## config.mk

```make
export PLATFORM = sky130hd
export DESIGN_NAME = pnp_card_seq
export DESIGN_NICKNAME = d
export VERILOG_FILES = /design/src/rtl/pnp_pkg.sv /design/src/rtl/pnp_key_match.sv /design/src/rtl/pnp_cmd_decode.sv /design/src/rtl/pnp_state_ctl.sv /design/src/rtl/pnp_ldn_sel.sv /design/src/rtl/pnp_card_seq.sv
export SDC_FILE = /design/constraint.sdc
export NUM_CORES = 1
export LEC_CHECK = 0
export CAP_MARGIN = 40
export CORE_UTILIZATION = 50
export DETAILED_ROUTE_END_ITERATION = 12
export HOLD_SLACK_MARGIN = 0.1
export MAX_ROUTING_LAYER = met4
export PLACE_DENSITY = 0.79
export SLEW_MARGIN = 20
export SYNTH_ARGS = -nofsm -noshare
export SYNTH_HDL_FRONTEND = slang
export SYNTH_HIERARCHICAL = 1
export SYNTH_SLANG_ARGS = --single-unit
```

## constraint.sdc

```tcl
create_clock -name clk -period 2.4 [get_ports clk]
set_clock_uncertainty 0.15 [all_clocks]
set_input_delay 0.36 -clock clk [delete_from_list [all_inputs] [get_ports clk]]
set_output_delay 0.36 -clock clk [all_outputs]
set_load 0.005 [all_outputs]
```

## src/rtl/pnp_pkg.sv

```systemverilog
package pnp_pkg;
  typedef enum logic [1:0] {
    ST_WAIT_KEY = 2'd0,
    ST_SLEEP    = 2'd1,
    ST_ISOLATE  = 2'd2,
    ST_CONFIG   = 2'd3
  } card_state_e;

  localparam logic [7:0] IDX_RDPORT = 8'h00;
  localparam logic [7:0] IDX_CTRL   = 8'h02;
  localparam logic [7:0] IDX_WAKE   = 8'h03;
  localparam logic [7:0] IDX_CSN    = 8'h06;
  localparam logic [7:0] IDX_LDN    = 8'h07;

  // one LFSR step of the initiation key
  function automatic logic [7:0] key_next(input logic [7:0] b);
    return {b[1] ^ b[0], b[7:1]};
  endfunction

  // read-port address from the programmed byte
  function automatic logic [9:0] rdport_addr(input logic [7:0] d);
    return {d, 2'b11};
  endfunction
endpackage

```

## src/rtl/pnp_key_match.sv

```systemverilog
module pnp_key_match #(
  parameter int unsigned KEY_LEN  = 32,
  parameter logic [7:0]  KEY_SEED = 8'h6A
) (
  input  logic       clk,
  input  logic       rst_n,
  input  logic       armed,
  input  logic       idx_wr,
  input  logic [7:0] wdata,
  output logic       key_done
);
  import pnp_pkg::*;
  localparam int CW = $clog2(KEY_LEN + 1);

  logic [CW-1:0] idx_q;
  logic [7:0]    exp_q;
  logic          byte_hit;
  logic          last_byte;

  assign byte_hit  = armed && idx_wr && (wdata == exp_q);
  assign last_byte = (idx_q == CW'(KEY_LEN - 1));
  assign key_done  = byte_hit && last_byte;

  always_ff @(posedge clk or negedge rst_n) begin
    if (!rst_n) begin
      idx_q <= '0;
      exp_q <= KEY_SEED;
    end else if (!armed || key_done) begin
      idx_q <= '0;
      exp_q <= KEY_SEED;
    end else if (idx_wr) begin
      if (byte_hit) begin
        idx_q <= idx_q + 1'b1;
        exp_q <= key_next(exp_q);
      end else begin
        idx_q <= '0;
        exp_q <= KEY_SEED;
      end
    end
  end


  key_idx_range_chk: assert property (@(posedge clk) disable iff (!rst_n)
    idx_q < CW'(KEY_LEN));
endmodule

```

## src/rtl/pnp_cmd_decode.sv

```systemverilog
module pnp_cmd_decode #(
  parameter int unsigned    AW         = 12,
  parameter logic [AW-1:0]  INDEX_ADDR = 12'h279,
  parameter logic [AW-1:0]  DATA_ADDR  = 12'hA79
) (
  input  logic          clk,
  input  logic          rst_n,
  input  logic [AW-1:0] io_addr,
  input  logic          io_wr,
  input  logic [7:0]    io_wdata,
  input  logic          active,
  output logic          idx_wr,
  output logic          ev_rdport,
  output logic          ev_ctrl,
  output logic          ev_wake,
  output logic          ev_csn,
  output logic          ev_ldn
);
  import pnp_pkg::*;
  logic [7:0] index_q;
  logic       dat_wr;

  assign idx_wr = io_wr && (io_addr == INDEX_ADDR);
  assign dat_wr = io_wr && (io_addr == DATA_ADDR) && active;

  always_ff @(posedge clk or negedge rst_n) begin
    if (!rst_n)                index_q <= '0;
    else if (idx_wr && active) index_q <= io_wdata;
  end

  always_comb begin
    ev_rdport = dat_wr && (index_q == IDX_RDPORT);
    ev_ctrl   = dat_wr && (index_q == IDX_CTRL);
    ev_wake   = dat_wr && (index_q == IDX_WAKE);
    ev_csn    = dat_wr && (index_q == IDX_CSN);
    ev_ldn    = dat_wr && (index_q == IDX_LDN);
  end


  ev_onehot_chk: assert property (@(posedge clk) disable iff (!rst_n)
    $onehot0({ev_rdport, ev_ctrl, ev_wake, ev_csn, ev_ldn}));
endmodule

```

## src/rtl/pnp_state_ctl.sv

```systemverilog
module pnp_state_ctl (
  input  logic                 clk,
  input  logic                 rst_n,
  input  logic                 key_done,
  input  logic                 ev_rdport,
  input  logic                 ev_ctrl,
  input  logic                 ev_wake,
  input  logic                 ev_csn,
  input  logic [7:0]           wdata,
  input  logic                 isol_won,
  output pnp_pkg::card_state_e state_q,
  output logic [7:0]           csn_q,
  output logic [7:0]           rdbyte_q,
  output logic                 ld_reset_q,
  output logic                 ptr_reset_q
);
  import pnp_pkg::*;
  card_state_e st_d;
  logic [7:0]  csn_d;
  logic        wake_hit;
  logic        csn_take;

  assign wake_hit = ev_wake && (wdata == csn_q);
  assign csn_take = ev_csn && (state_q == ST_ISOLATE) && isol_won;

  always_comb begin
    st_d  = state_q;
    csn_d = csn_q;
    if (key_done) st_d = ST_SLEEP;
    if (ev_wake) begin
      if (wake_hit) st_d = (wdata == 8'h00) ? ST_ISOLATE : ST_CONFIG;
      else          st_d = ST_SLEEP;
    end
    if (csn_take) begin
      csn_d = wdata;
      st_d  = ST_CONFIG;
    end
    if (ev_ctrl) begin
      if (wdata[2]) csn_d = 8'h00;
      if (wdata[1]) st_d  = ST_WAIT_KEY;
    end
  end

  always_ff @(posedge clk or negedge rst_n) begin
    if (!rst_n) begin
      state_q     <= ST_WAIT_KEY;
      csn_q       <= '0;
      rdbyte_q    <= '0;
      ld_reset_q  <= 1'b0;
      ptr_reset_q <= 1'b0;
    end else begin
      state_q     <= st_d;
      csn_q       <= csn_d;
      if (ev_rdport) rdbyte_q <= wdata;
      ld_reset_q  <= ev_ctrl && wdata[0];
      ptr_reset_q <= wake_hit;
    end
  end


  wait_key_exit_chk: assert property (@(posedge clk) disable iff (!rst_n)
    (state_q == ST_WAIT_KEY) |=> (state_q inside {ST_WAIT_KEY, ST_SLEEP}));

  csn_stable_chk: assert property (@(posedge clk) disable iff (!rst_n)
    !(ev_csn || ev_ctrl) |=> $stable(csn_q));

  ptr_pulse_src_chk: assert property (@(posedge clk) disable iff (!rst_n)
    ptr_reset_q |-> $past(ev_wake));

  ld_pulse_src_chk: assert property (@(posedge clk) disable iff (!rst_n)
    ld_reset_q |-> $past(ev_ctrl));
endmodule

```

## src/rtl/pnp_ldn_sel.sv

```systemverilog
module pnp_ldn_sel #(
  parameter int unsigned NUM_LD = 4
) (
  input  logic                 clk,
  input  logic                 rst_n,
  input  logic                 ev_ldn,
  input  pnp_pkg::card_state_e state_q,
  input  logic [7:0]           wdata,
  output logic [7:0]           ldn
);
  import pnp_pkg::*;
  generate
    if (NUM_LD <= 1) begin : g_single
      assign ldn = 8'h00;
    end else begin : g_multi
      logic [7:0] ldn_q;
      always_ff @(posedge clk or negedge rst_n) begin
        if (!rst_n) ldn_q <= '0;
        else if (ev_ldn && (state_q == ST_CONFIG) && ({24'd0, wdata} < NUM_LD))
          ldn_q <= wdata;
      end
      assign ldn = ldn_q;

      ldn_range_chk: assert property (@(posedge clk) disable iff (!rst_n)
        {24'd0, ldn_q} < NUM_LD);
    end
  endgenerate
endmodule

```

## src/rtl/pnp_card_seq.sv

```systemverilog
module pnp_card_seq #(
  parameter int unsigned   AW         = 12,
  parameter logic [AW-1:0] INDEX_ADDR = 12'h279,
  parameter logic [AW-1:0] DATA_ADDR  = 12'hA79,
  parameter int unsigned   KEY_LEN    = 32,
  parameter logic [7:0]    KEY_SEED   = 8'h6A,
  parameter int unsigned   NUM_LD     = 4
) (
  input  logic          clk,
  input  logic          rst_n,
  input  logic [AW-1:0] io_addr,
  input  logic          io_wr,
  input  logic [7:0]    io_wdata,
  input  logic          isol_won,
  output logic [1:0]    card_state,
  output logic [7:0]    csn,
  output logic [7:0]    ldn,
  output logic [9:0]    rd_port,
  output logic          ld_reset,
  output logic          ptr_reset
);
  import pnp_pkg::*;
  card_state_e st;
  logic idx_wr, key_done;
  logic ev_rdport, ev_ctrl, ev_wake, ev_csn, ev_ldn;
  logic [7:0] rdbyte;

  pnp_key_match #(.KEY_LEN(KEY_LEN), .KEY_SEED(KEY_SEED)) u_key (
    .clk(clk), .rst_n(rst_n), .armed(st == ST_WAIT_KEY),
    .idx_wr(idx_wr), .wdata(io_wdata), .key_done(key_done));

  pnp_cmd_decode #(.AW(AW), .INDEX_ADDR(INDEX_ADDR), .DATA_ADDR(DATA_ADDR)) u_dec (
    .clk(clk), .rst_n(rst_n), .io_addr(io_addr), .io_wr(io_wr),
    .io_wdata(io_wdata), .active(st != ST_WAIT_KEY), .idx_wr(idx_wr),
    .ev_rdport(ev_rdport), .ev_ctrl(ev_ctrl), .ev_wake(ev_wake),
    .ev_csn(ev_csn), .ev_ldn(ev_ldn));

  pnp_state_ctl u_ctl (
    .clk(clk), .rst_n(rst_n), .key_done(key_done), .ev_rdport(ev_rdport),
    .ev_ctrl(ev_ctrl), .ev_wake(ev_wake), .ev_csn(ev_csn), .wdata(io_wdata),
    .isol_won(isol_won), .state_q(st), .csn_q(csn), .rdbyte_q(rdbyte),
    .ld_reset_q(ld_reset), .ptr_reset_q(ptr_reset));

  pnp_ldn_sel #(.NUM_LD(NUM_LD)) u_ldn (
    .clk(clk), .rst_n(rst_n), .ev_ldn(ev_ldn), .state_q(st),
    .wdata(io_wdata), .ldn(ldn));

  assign card_state = st;
  assign rd_port    = rdport_addr(rdbyte);
endmodule

```

==> results of run 1 <==
-- state kept, by name, summed over array words and instances, names as in the netlist --
name               count
u_key/exp_q            8
u_ctl/csn_q            8
u_ctl/rdbyte_q         8
u_ctl/state_q          2
u_ctl/ld_reset_q       1
u_dec/index_q          8
u_key/idx_q            6
u_ldn/ldn              8
u_ctl/ptr_reset_q      1
-- metal layers --
| metal | GRT usage | vias to the layer above | routed length, um |
|---|---|---|---|
| met5 | - | - | 0 |
| met4 | 0.07843 | 0 | 68 |
| met3 | 0.04306 | 7 | 327 |
| met2 | 0.4130 | 71 | 2981 |
| met1 | 0.3364 | 969 | 2581 |
| li1 | - | 928 | - |
-- path summary, 6_finish.rpt --
| kind | startpoint | end | slack, ns | cells after the start |
|---|---|---|---|---|
| max reg2reg | u_dec/index_q[3]$_DFFE_PN0P_ | u_ldn/ldn[0]$_DFFE_PN0P_ | 0.10 | 5 |
| max | u_dec/index_q[3]$_DFFE_PN0P_ | u_ldn/ldn[0]$_DFFE_PN0P_ | 0.10 | 5 |
| min reg2reg | u_ldn/ldn[5]$_DFFE_PN0P_ | u_ldn/ldn[5]$_DFFE_PN0P_ | 0.35 | 1 |
| max in group asynchronous | rst_n | u_key/exp_q[3]$_DFFE_PN1P_ | 0.97 | 3 |
| min in group asynchronous | rst_n | u_ctl/ptr_reset_q$_DFF_PN0_ | 0.41 | 2 |
| min | u_ldn/ldn[5]$_DFFE_PN0P_ | u_ldn/ldn[5]$_DFFE_PN0P_ | 0.35 | 1 |
-- repair_timing --
item	CTS	global route
endpoints found under the setup margin	0	26
gates resized for setup	0	8
hold endpoints to repair	21	0
hold buffers	1	0
-- cell families (layout without fill, tap and decap cells) --
family	after synthesis	in the layout	synth area share
other cells	1	2	0.001529
simple gates	98	98	0.2378
fa+ha+maj	1	1	0.005101
flops	50	50	0.5122
buf+inv	10	88	0.02346
mux	19	19	0.08673
xor+xnor	20	20	0.07143
compound gates	23	23	0.06174
-- per-stage QoR --
step | hold slack (ns) | total power [uW] | cells
floorplan | -0.08559 | 881.5 | 223
global placement | 0.2215 | 967.2 | 359
detailed placement | 0.2288 | 968.7 | 359
CTS | 0.3563 | 1464 | 368
global route | 0.3654 | 1500 | 368
finish | 0.3506 | 1451 | 368
-- layout make-up --
class                   instances  area (sq um)  share of cell area
clock inverters                 3         18.77            0.005635
flip-flops and latches         50          1256              0.3772
multi-input cells             163          1185              0.3557
clock buffers                   5         68.82             0.02066
inverters                       2         7.507            0.002254
well taps                      67         83.83             0.02517
repair buffers                 78         710.7              0.2134
-- cells in the final DEF, fill, tap and decap left out, types with 4 or more instances in the layout --
cell,instances
clkbuf_8,5
nand2_1,29
dfstp_2,4
dfrtp_1,46
mux2_2,18
nand4_1,6
and3_1,4
clkdlybuf4s50_1,50
nor2_1,10
nand3_1,4
buf_4,26
nor2b_1,7
nor3_2,5
and2_2,7
xnor2_1,18
a21oi_1,12
-- where the power goes --
group          internal, uW  total [uW]  switching (uW)
sequential              842         842         0.00743
combinational          57.9         112            53.7
clock                   206         497             291
total                  1110        1450             345
==> results.yml, run 1 <==
outcome:
  status: "complete, no violations"
synth:
  synthCells: 222
  ys_top_cells_by_count: "dfrtp_1, nand2_1, mux2_2, xnor2_1, a21oi_1"
  yosys.area.top_type_share: 0.4694
  synth-seq-cells: 50
  synth_most_common_cell: "dfrtp_1"
  synth_ff_type: "dfrtp_1"
  syn_avg_cell_area_sq_um: 11.05
  yosysUniqueCellTypes: 53
  async_flop_share: 1.000
  seq_area_frac_synth: 0.5122
  yosysWarnings: 6
  yosysTopAreaCell: "dfrtp_1"
  synth_edf_count: 0
  synthTopCellsByArea: "dfrtp_1, mux2_2, xnor2_1"
  synth_area_sq_um: 2452
sta:
  final.setup.worst_slack_ns: 0.1025
  final_hold_viol_count: 0
  fmax_mhz: 435.3
  rsz0062_at_grt: "yes"
  period_needed_ns: 2.297
  post-route-period-util: 0.9573
  setup_viol: 0
  tns_ns: 0
  maxSlewViolCount: 0
  worst_pin_slew_ns: 0.5376
  maxSlewHeadroom: 0.6416
floorplan:
  core_region_area_sq_um: 4723
  die_w_um: 72.04
  die-height_um: 72.04
  row_count: 25
  pin_count: 54
  die_area_sq_um: 5189
  start_util: 0.5192
grt:
  grt_max_degree: 24
  overflow: 0
  grt_antenna_before_repair: 0
  grt_util_all_layers: 0.2565
  grt_pass1_wl_um: 9584
  grt_pass1_vias: 1929
placed_design:
  numPortBuffers: 51
  post-place-ws_ns: -0.1129
  routabilityCongestion: 0.8452
  dpl_cell_area_sq_um: 3191
  dpl.hpwl_um: 4481
power:
  peakVddDrop_mv: 0.3712
  power_density_nw_per_um2: 435.5
  leakagePower_uw: 0.001517
final_layout:
  final_layout_size_suffix_gt1_frac: 0.2757
  diodes: 0
  fin_area_sq_um: 3331
  post-route-util: 0.7052
  area_delta_synth_final_pct: 35.82
  fill_cells: 351
  nets: 325
critical_path:
  cp.arrival_ns: 2.34
  crit_chain: "or4_1, or3b_1, nor3_2, nand4b_4, mux2_2"
  required_ns: 2.45
  critPathTopFamily: "simple AND/OR/NAND/NOR gates"
  critPathMaxStageDelay_ns: 0.53
  criticalPathCategory: "reg2reg"
  slowest_stage: "or4_1"
  cp_max_fo: 8
  crit_buf_inv: 0
  cp-end-kind: "flip-flop"
  start_kind: "flip-flop"
clock_network:
  cts.sinks: 50
  cts_buffers: 5
  cts_setup_buffers: 0
  cts_tree: "yes"
  clock_latency_ns: 0.31
  cts_htree_levels: 2
  root_buffer: "clkbuf_8"
  cts.clk_slew.worst_paths_ns: 0.09
  clockBufferDepth: 2
route:
  wl_per_cell_um: 16.19
  drtAntennaViolNets: 0
  vias: 1975
  wl_um: 5957
  first_pass_iters: 4
  drc: 0
  viasPerCell: 5.367
  first_iter_violations: 125
job:
  maxCapViolCount: 0
hold_path:
  hp-class: "reg2reg"
(Power assumes the default switching activity.)
==> run 2, diff against run 1 <==
Settings changed: CORE_MARGIN from default to 4, HOLD_SLACK_MARGIN 0.1 to default.
==> run 2 against run 1 <==
  * Count of clock-buffer cells in the layout grew 1
  * First-iteration DRC count grew 34%
  * Routed wire length grew 0.57%
  * The flow now finishes with violations (negative hold slack)
  * Global-route usage is 3.4 points lower
  * Sequential share of layout area rose by 0.43 points
  * Critical path depth grew 1
  * Final cell count is 1.4% lower
  * Utilization fell by 0.79 points
  * Cell area down 1.1%
==> results.yml, run 2 (same netlist as run 1, synthesis figures left out) <==
critical_path:
  slowest_stage: "or4_4"
  crit_buf_inv: 0
  cp.arrival_ns: 2.38
  critPathMaxStageDelay_ns: 0.55
  criticalPathCategory: "reg2reg"
  critPathTopFamily: "simple AND/OR/NAND/NOR gates"
  cp-end-kind: "flip-flop"
  crit_chain: "or4_4, or3_4, nor3_4, nand2_1, o41ai_2, a21boi_1"
  cp.depth: 6
  r2r_cells: 6
  required_ns: 2.44
  start_kind: "flip-flop"
  cp_max_fo: 3
clock_network:
  clock_latency_ns: 0.31
  cts_setup_buffers: 0
  cts_buffers: 5
  cts_tree: "yes"
  cts.sinks: 50
  root_buffer: "clkbuf_8"
  clockBufferDepth: 2
  cts_htree_levels: 2
  cts.clk_slew.worst_paths_ns: 0.09
power:
  leakagePower_uw: 0.001493
  share_comb_of_total_power: 0.075
  peakVddDrop_mv: 0.4836
  p_switching_uw: 336.1
  p_sw_frac: 0.2334
  internal-power_uw: 1104
  fin_total_pwr_uw: 1440
  power_frac_seq: 0.585
  clockPowerShare: 0.341
  power_density_nw_per_um2: 437.3
placed_design:
  post-place-ws_ns: -0.06750
  dpl.hpwl_um: 4352
  routabilityCongestion: 0.8954
  numPortBuffers: 51
  dpl_cell_area_sq_um: 3161
final_layout:
  area_delta_synth_final_pct: 34.29
  fin_area_sq_um: 3293
  diodes: 0
  nets: 320
  final_layout_size_suffix_gt1_frac: 0.2669
  layout_common_cells: "clkdlybuf4s50_1, dfrtp_1, nand2_1"
  layout_commonest_cell: "clkdlybuf4s50_1"
sta:
  final.setup.worst_slack_ns: 0.05979
  maxSlewViolCount: 0
  maxSlewHeadroom: 0.5827
  whs_ns: -0.01032
  period_needed_ns: 2.340
  post-route-period-util: 0.9751
  final_hold_viol_count: 9
  setup_viol: 0
  worst_pin_slew_ns: 0.6259
  fmax_mhz: 427.3
floorplan:
  die-height_um: 78.04
  core_region_area_sq_um: 4723
  die_area_sq_um: 6089
  row_count: 25
  pin_count: 54
  start_util: 0.5192
  die_w_um: 78.04
route:
  wl_per_cell_um: 16.50
  drtAntennaViolNets: 0
  viasPerCell: 5.325
  first_pass_iters: 4
  first_iter_violations: 167
  drc: 0
  vias: 1933
  wl_um: 5991
grt:
  grt_util_all_layers: 0.2223
  grt_pass1_wl_um: 10360
  grt_max_degree: 51
  overflow: 0
  grt_pass1_vias: 2058
  grt_antenna_before_repair: 0
outcome:
  status: "complete, but fails checks"
  failed_checks: "negative hold slack"
hold_path:
  hp-class: "in2async"
job:
  maxCapViolCount: 0
run 2: power groups by stage:
stage	sequential [uW]	combinational [uW]	clock, uW
2_1_floorplan	859	22.7	0
3_3_place_gp	858	106	0
3_5_place_dp	858	107	0
4_1_cts	842	107	497
5_1_grt	842	116	545
6_report	842	107	491
run 2: final timing paths:
kind	start	endpoint	slack, ns
worst max-delay path	u_dec/index_q[3]$_DFFE_PN0P_	u_ctl/state_q[0]$_DFF_PN0_	0.06
max in group asynchronous	rst_n	u_key/exp_q[0]$_DFFE_PN0P_	1.68
worst max register to register	u_dec/index_q[3]$_DFFE_PN0P_	u_ctl/state_q[0]$_DFF_PN0_	0.06
worst min-delay path	rst_n	u_ldn/ldn[7]$_DFFE_PN0P_	-0.01
min in group clk	u_ldn/ldn[4]$_DFFE_PN0P_	u_ldn/ldn[4]$_DFFE_PN0P_	0.35
worst min register to register	u_ldn/ldn[4]$_DFFE_PN0P_	u_ldn/ldn[4]$_DFFE_PN0P_	0.35
run 2: worst reg2reg max path: stages (launching register included):
cell,delay (ns)
dfrtp_1,0.39
or4_4,0.55
or3_4,0.39
nor3_4,0.20
nand2_1,0.14
o41ai_2,0.30
a21boi_1,0.10
run 2: timing repair:
item,4_1_cts,5_1_grt
setup endpoints to repair,2,20
pin swaps,1,0
gates resized for setup,1,8
hold buffers,0,0
cloned,0,0
run 2: cell type report:
class | instances | area [sq um]
Clock inverter | 2 | 13.76
Multi-Input combinational cell | 163 | 1189
Timing Repair Buffer | 73 | 670.6
Inverter | 2 | 7.507
Sequential cell | 50 | 1256
Clock buffer | 6 | 72.57
Tap cell | 67 | 83.83
Fill cell | 344 | 1430
run 2: metrics by stage:
step,instances,utilization,TNS (ns)
2_1_floorplan,223,-,0
3_3_place_gp,355,0.6691,-0.02164
3_5_place_dp,355,0.6691,-0.3092
4_1_cts,363,0.6885,0
5_1_grt,363,0.6972,-0.03937
6_report,363,0.6972,0
run 2: layer usage:
layer	share of wire	global-route usage
met1	0.45	0.2909
met3	0.040	0.03899
met5	0	-
met4	0.021	0.07692
met2	0.49	0.3527
